===== src/rtl/i2c_blk_pkg.sv =====
package i2c_blk_pkg;
  typedef enum logic [2:0] {S_IDLE, S_RX, S_RX_ACK, S_TX, S_TX_ACK} st_e;
  typedef enum logic [1:0] {B_ADDR, B_INDEX, B_COUNT, B_DATA} role_e;
endpackage


===== src/rtl/i2c_blk_sync.sv =====
module i2c_blk_sync #(
  parameter int STAGES = 2
) (
  input  logic clk_i,
  input  logic rst_ni,
  input  logic scl_i,
  input  logic sda_i,
  output logic scl_o,
  output logic sda_o,
  output logic scl_rise_o,
  output logic scl_fall_o,
  output logic start_o,
  output logic stop_o
);
  logic [STAGES-1:0] scl_ff, sda_ff;
  logic scl_d, sda_d;

  always_ff @(posedge clk_i or negedge rst_ni) begin
    if (!rst_ni) begin
      scl_ff <= '1;
      sda_ff <= '1;
      scl_d  <= 1'b1;
      sda_d  <= 1'b1;
    end else begin
      scl_ff <= {scl_ff[STAGES-2:0], scl_i};
      sda_ff <= {sda_ff[STAGES-2:0], sda_i};
      scl_d  <= scl_ff[STAGES-1];
      sda_d  <= sda_ff[STAGES-1];
    end
  end

  assign scl_o      = scl_ff[STAGES-1];
  assign sda_o      = sda_ff[STAGES-1];
  assign scl_rise_o = scl_o & ~scl_d;
  assign scl_fall_o = ~scl_o & scl_d;
  assign start_o    = scl_o & scl_d & sda_d & ~sda_o;
  assign stop_o     = scl_o & scl_d & ~sda_d & sda_o;
endmodule


===== src/rtl/i2c_blk_regfile.sv =====
module i2c_blk_regfile #(
  parameter int         NUM_REGS = 32,
  parameter int         AW       = 5,
  parameter int         CNT_IDX  = 8,
  parameter logic [7:0] CNT_RST  = 8'h04
) (
  input  logic                  clk_i,
  input  logic                  rst_ni,
  input  logic                  we_i,
  input  logic [AW-1:0]         waddr_i,
  input  logic [7:0]            wdata_i,
  output logic [NUM_REGS*8-1:0] regs_o
);
  for (genvar g = 0; g < NUM_REGS; g++) begin : g_reg
    localparam logic [7:0] RST_V = (g == CNT_IDX) ? CNT_RST : 8'h00;
    always_ff @(posedge clk_i or negedge rst_ni) begin
      if (!rst_ni)                               regs_o[g*8 +: 8] <= RST_V;
      else if (we_i && waddr_i == AW'(g))        regs_o[g*8 +: 8] <= wdata_i;
    end
  end

  // registers move only on a commit strobe
  assert_regs_hold_R8: assert property (@(posedge clk_i) disable iff (!rst_ni)
    !we_i |=> $stable(regs_o));
endmodule


===== src/rtl/i2c_blk_regs.sv =====
module i2c_blk_regs
  import i2c_blk_pkg::*;
#(
  parameter logic [6:0] ADDR7       = 7'h69,
  parameter int         NUM_REGS    = 32,
  parameter int         CNT_IDX     = 8,
  parameter logic [7:0] CNT_RST     = 8'h04,
  parameter int         SYNC_STAGES = 2
) (
  input  logic                  clk_i,
  input  logic                  rst_ni,
  input  logic                  scl_i,
  input  logic                  sda_i,
  output logic                  sda_oe_o,
  output logic [NUM_REGS*8-1:0] regs_o
);
  localparam int AW = $clog2(NUM_REGS);

  logic scl_s, sda_s, rise, fall, start_det, stop_det;
  logic we_w;
  logic [7:0] cur_byte, cnt_byte;

  st_e        st_q;
  role_e      role_q;
  logic [3:0] bit_q;
  logic [7:0] sh_q, rem_q;
  logic [AW-1:0] idx_q;
  logic oe_q, commit_q, rd_q, hack_q;

  i2c_blk_sync #(.STAGES(SYNC_STAGES)) u_sync (
    .clk_i, .rst_ni, .scl_i, .sda_i,
    .scl_o(scl_s), .sda_o(sda_s), .scl_rise_o(rise), .scl_fall_o(fall),
    .start_o(start_det), .stop_o(stop_det)
  );

  assign we_w     = (st_q == S_RX_ACK) && fall && commit_q && !start_det && !stop_det;
  assign cur_byte = regs_o[{idx_q, 3'b000} +: 8];
  assign cnt_byte = regs_o[CNT_IDX*8 +: 8];

  i2c_blk_regfile #(.NUM_REGS(NUM_REGS), .AW(AW), .CNT_IDX(CNT_IDX), .CNT_RST(CNT_RST)) u_rf (
    .clk_i, .rst_ni, .we_i(we_w), .waddr_i(idx_q), .wdata_i(sh_q), .regs_o
  );

  always_ff @(posedge clk_i or negedge rst_ni) begin
    if (!rst_ni) begin
      st_q <= S_IDLE; role_q <= B_ADDR; bit_q <= '0; sh_q <= '0;
      idx_q <= '0; rem_q <= '0; oe_q <= 1'b0;
      commit_q <= 1'b0; rd_q <= 1'b0; hack_q <= 1'b0;
    end else if (start_det) begin
      st_q <= S_RX; role_q <= B_ADDR; bit_q <= '0;
      oe_q <= 1'b0; commit_q <= 1'b0; rd_q <= 1'b0;
    end else if (stop_det) begin
      st_q <= S_IDLE; oe_q <= 1'b0; commit_q <= 1'b0;
    end else begin
      unique case (st_q)
        S_RX: begin
          if (rise && bit_q < 4'd8) begin
            sh_q  <= {sh_q[6:0], sda_s};
            bit_q <= bit_q + 4'd1;
          end else if (fall && bit_q == 4'd8) begin
            bit_q <= '0; st_q <= S_RX_ACK; commit_q <= 1'b0; rd_q <= 1'b0;
            unique case (role_q)
              B_ADDR: begin
                if (sh_q[7:1] == ADDR7) begin
                  oe_q <= 1'b1; rd_q <= sh_q[0]; role_q <= B_INDEX;
                end else begin
                  st_q <= S_IDLE;
                end
              end
              B_INDEX: begin oe_q <= 1'b1; idx_q <= sh_q[AW-1:0]; role_q <= B_COUNT; end
              B_COUNT: begin oe_q <= 1'b1; rem_q <= sh_q; role_q <= B_DATA; end
              B_DATA: begin
                oe_q     <= (rem_q != 8'd0);
                commit_q <= (rem_q != 8'd0);
              end
              default: ;
            endcase
          end
        end
        S_RX_ACK: if (fall) begin
          commit_q <= 1'b0;
          bit_q    <= '0;
          if (rd_q) begin
            st_q <= S_TX; sh_q <= cnt_byte; oe_q <= ~cnt_byte[7];
          end else begin
            st_q <= S_RX; oe_q <= 1'b0;
          end
          if (commit_q) begin
            idx_q <= idx_q + AW'(1);
            rem_q <= rem_q - 8'd1;
          end
        end
        S_TX: if (fall) begin
          if (bit_q == 4'd7) begin
            st_q <= S_TX_ACK; oe_q <= 1'b0;
          end else begin
            sh_q  <= {sh_q[6:0], 1'b0};
            oe_q  <= ~sh_q[6];
            bit_q <= bit_q + 4'd1;
          end
        end
        S_TX_ACK: begin
          if (rise) hack_q <= ~sda_s;
          else if (fall) begin
            if (hack_q) begin
              st_q <= S_TX; sh_q <= cur_byte; oe_q <= ~cur_byte[7];
              idx_q <= idx_q + AW'(1); bit_q <= '0;
            end else begin
              st_q <= S_IDLE;
            end
          end
        end
        default: oe_q <= 1'b0;
      endcase
    end
  end

  assign sda_oe_o = oe_q;

  assert_oe_scl_low_R10: assert property (@(posedge clk_i) disable iff (!rst_ni)
    !$stable(oe_q) |-> !scl_s);
  assert_idle_release_R2: assert property (@(posedge clk_i) disable iff (!rst_ni)
    (st_q == S_IDLE) |-> !oe_q);
  assert_start_release_R8: assert property (@(posedge clk_i) disable iff (!rst_ni)
    start_det |=> (st_q == S_RX && !oe_q));
  assert_ack_hold_R1: assert property (@(posedge clk_i) disable iff (!rst_ni)
    (st_q == S_RX_ACK && scl_s && $past(scl_s)) |-> $stable(oe_q));
  assert_no_write_past_count_R4: assert property (@(posedge clk_i) disable iff (!rst_ni)
    we_w |-> (rem_q != 8'd0));
endmodule


===== config.mk =====
export PLATFORM = sky130hd
export DESIGN_NAME = i2c_blk_regs
export DESIGN_NICKNAME = d
export VERILOG_FILES = /design/src/rtl/i2c_blk_pkg.sv /design/src/rtl/i2c_blk_sync.sv /design/src/rtl/i2c_blk_regfile.sv /design/src/rtl/i2c_blk_regs.sv
export SDC_FILE = /design/constraint.sdc
export NUM_CORES = 1
export LEC_CHECK = 0
export BUFFER_PORTS_ARGS = -buffer_cell sky130_fd_sc_hd__buf_4
export CORE_MARGIN = 2
export CORE_UTILIZATION = 55
export DETAILED_ROUTE_END_ITERATION = 10
export PLACE_DENSITY_LB_ADDON = 0.08
export SYNTH_ARGS = -nofsm -noshare
export SYNTH_HDL_FRONTEND = slang
export SYNTH_SLANG_ARGS = --single-unit

===== constraint.sdc =====
create_clock -name clk_i -period 3.2 [get_ports clk_i]
set_input_delay 0.64 -clock clk_i [delete_from_list [all_inputs] [get_ports clk_i]]
set_output_delay 0.64 -clock clk_i [all_outputs]
set_load 0.02 [all_outputs]

==> results.py <==
metrics = {
    "run_status": {
        "status": "complete, no violations",
    },
    "synthesis": {
        "synth-edff-count": 0,
        "synth_area_leaders": "dfrtp_1 (50%), mux2_2 (19%), mux4_2 (6.4%), mux2i_1 (3.2%), nand3_4 (1.4%)",
        "syn_area_per_cell_um2": 13.40,
        "synth_ff_type": "dfrtp_1",
        "synth_top_area_share": 0.4973,
        "synth_area_leader_cell": "dfrtp_1",
        "seq_area_frac_synth": 0.5100,
        "yosysWarnings": 0,
        "synthArstFlopShare": 1.000,
        "synth_area_um2": 14540,
        "syn_nets": 1103,
        "synth_cells": 1085,
        "ys_types": 67,
        "ys_ff_latch": 296,
    },
    "timing": {
        "fmax_mhz": 361.5,
        "min_period_over_period": 0.8644,
        "finalClockSkew_ns": 0.02710,
        "hold_viol": 0,
        "worst_pin_slew_ns": 0.9248,
        "fin_ws_ns": 0.4340,
        "setup_viol": 0,
        "hold_slack_ns": 0.09934,
        "relSlewSlack": 0.3834,
        "slew_viol_final": 0,
        "period_minus_slack_ns": 2.766,
        "tns_ns": 0,
        "rsz0062_at_grt": "false",
    },
    "critical_path": {
        "worst-setup-path-type": "register to register",
        "start_kind": "register",
        "ff2ff_path_depth": 5,
        "cp.required_ns": 3.59,
        "rrSetupSlack_ns": 0.43,
        "cp_max_fo": 19,
        "worstPathArrival_ns": 3.16,
        "r2r_end": "u_rf.regs_o[166]",
        "endpoint_kind": "register",
        "r2r_start": "idx_q[0]",
    },
    "routing": {
        "routed_via_density": 6.205,
        "drt_iter0_drc": 868,
        "dr_total_vias": 10548,
        "drc": 0,
        "drtAntennaViolNets": 0,
        "routed_wirelength_um": 43630,
        "post_drt_wl_per_cell_um": 25.66,
        "first_pass_iters": 5,
    },
    "global_routing": {
        "busiest_layer": "met2",
        "grt_use_total": 0.3138,
        "grt_pass1_wl_um": 66820,
        "grt_overflow": 0,
        "use_met3": 0.06963,
        "grt_util_met2": 0.5029,
        "grt_use_met1": 0.4353,
        "grt_antenna_before_repair": 0,
        "grt_pass1_vias": 10664,
        "grt_max_degree": 74,
    },
    "floorplan": {
        "die-area_um2": 27760,
        "num_rows": 59,
        "initial_core_util": 0.5596,
        "fp.coreArea_um2": 25980,
        "die_h_um": 166.6,
        "io_pins": 261,
        "die_x_um": 166.6,
    },
    "placement": {
        "dpl_worst_slack_ns": 0.4503,
        "io_buffers": 260,
        "dp_hpwl_um": 30620,
        "gp_congestion": 0.9029,
        "place_area_um2": 16910,
    },
    "cts": {
        "cts_max_level": 2,
        "clk_pin_slew_ns": 0.06,
        "clockBufferDepth": 3,
        "cts_buffers": 34,
        "cts_hold_buf": 0,
        "cts_root_buf": "clkbuf_16",
        "post_cts_resized": 0,
        "cts_tree": "done",
        "cts_sinks": 296,
        "cts_setup_buffers": 0,
        "clock_latency_ns": 0.52,
    },
    "run": {
        "maxCapViolCount": 0,
    },
    "pwr": {
        "power.share.sequential": 0.363,
        "ir_drop_v": 0.0005282,
        "p_per_area_nw_per_um2": 666.6,
        "p_int_uw": 7711,
        "clock_power_share": 0.343,
        "p_leak_uw": 0.009022,
        "net-switching-power_uw": 4367,
        "swShare": 0.3616,
        "p_comb_frac": 0.295,
    },
    "finish": {
        "layout_commonest_cell": "buf_4",
        "area_growth_pct": 24.60,
        "final_layout_size_suffix_gt1_frac": 0.5121,
        "diodes": 0,
        "postLayoutCellArea_um2": 18120,
        "final_cell_mix": "buf_4 (295), dfrtp_1 (287), mux2_2 (251)",
        "fillers": 1900,
        "fin_nets": 1357,
    },
    "min_path": {
        "min_path_type": "primary input to asynchronous set/reset pin",
    },
}
==> cell type report <==
class | instances | area, µm² | share of cell area
clock buffer | 49 | 1018 | 0.05621
clock inverter | 13 | 188.9 | 0.01043
inverter | 10 | 37.54 | 0.002072
multi-input combinational | 696 | 6701 | 0.3699
sequential | 296 | 7423 | 0.4097
tap | 335 | 419.2 | 0.02313
timing repair buffer | 301 | 2330 | 0.1286
==> power groups by stage <==
stage	Clock, µW	Sequential (µW)	Combinational (µW)
final	4140	4380	3560
after global routing	4320	4410	3800
after CTS	4170	4370	3500
after detailed placement	0	4430	3490
after global placement	0	4420	3450
after floorplan	0	4130	2530
==> synth_stat cells (6+ instances only) <==
cell        n
a211o_1     8
a211oi_1    6
a21oi_1    30
a22o_1     10
a22oi_1    16
and3_1      8
buf_1       7
buf_2      26
clkbuf_1   45
dfrtp_1   289
dfstp_2     7
ha_1       14
inv_1       9
mux2_1      9
mux2_2    251
mux2i_1    47
mux4_2     41
nand2_1    44
nand2b_1    8
nand3_1    18
nand3_4    12
nor2_1     24
nor2_2      9
nor2b_1     8
nor3_1      9
o21ai_0    27
o221ai_1    8
o22ai_1    12
==> registers in the layout (all words and copies together), names as in the netlist <==
signal	flops
bit_q	4
commit_q	1
hack_q	1
idx_q	5
rd_q	1
rem_q	8
role_q	2
sda_oe_o	1
sh_q	8
st_q	3
u_rf.regs_o	256
u_sync.scl_d	1
u_sync.scl_ff	2
u_sync.sda_d	1
u_sync.sda_ff	2
==> metrics by stage <==
| stage | instances | util | total power [µW] |
|---|---|---|---|
| floorplan | 1085 | - | 6662 |
| global placement | 1638 | 0.6508 | 7873 |
| detailed placement | 1638 | 0.6508 | 7922 |
| CTS | 1700 | 0.6973 | 12040 |
| global route | 1700 | 0.6973 | 12530 |
| finish | 1700 | 0.6973 | 12080 |
==> logic make-up after synthesis <==
family                     count (synthesis)  share of synthesized area
AOI/OAI and AO/OA                        151                    0.07159
xor gates and xnor gates                   1                  0.0006024
adders and majority gates                 14                    0.01205
buffers and inverters                     93                    0.02917
DFF                                      296                     0.5100
muxes                                    348                     0.2972
and+or+nand+nor                          182                    0.07942
==> layer usage <==
layer	vias up	part of all wire	wire (µm)
met5	-	0	0
met4	0	0.027	1161
met3	70	0.076	3308
met2	405	0.48	20880
met1	5482	0.42	18280
li1	4591	-	-
==> worst max-delay path, cell delays in order (launching register included) <==
cell	delay [ns]
dfrtp_4	0.61
inv_1	0.28
ha_1	0.47
nand3_1	0.38
nor2_2	0.50
mux2_2	0.40
==> worst max path at each step <==
stage	start	to	slack (ns)	cells past startpoint
after CTS	u_sync.scl_d	u_rf.regs_o[29]	0.44	5
after global routing	st_q[0]	u_rf.regs_o[24]	0.31	6
after global placement	u_sync.scl_d	u_rf.regs_o[57]	0.49	5
final	idx_q[0]	u_rf.regs_o[166]	0.43	5
after floorplan	idx_q[1]	u_rf.regs_o[192]	0.80	8
after detailed placement	u_sync.scl_d	u_rf.regs_o[29]	0.45	5
Power figures use the tool's default switching activity.
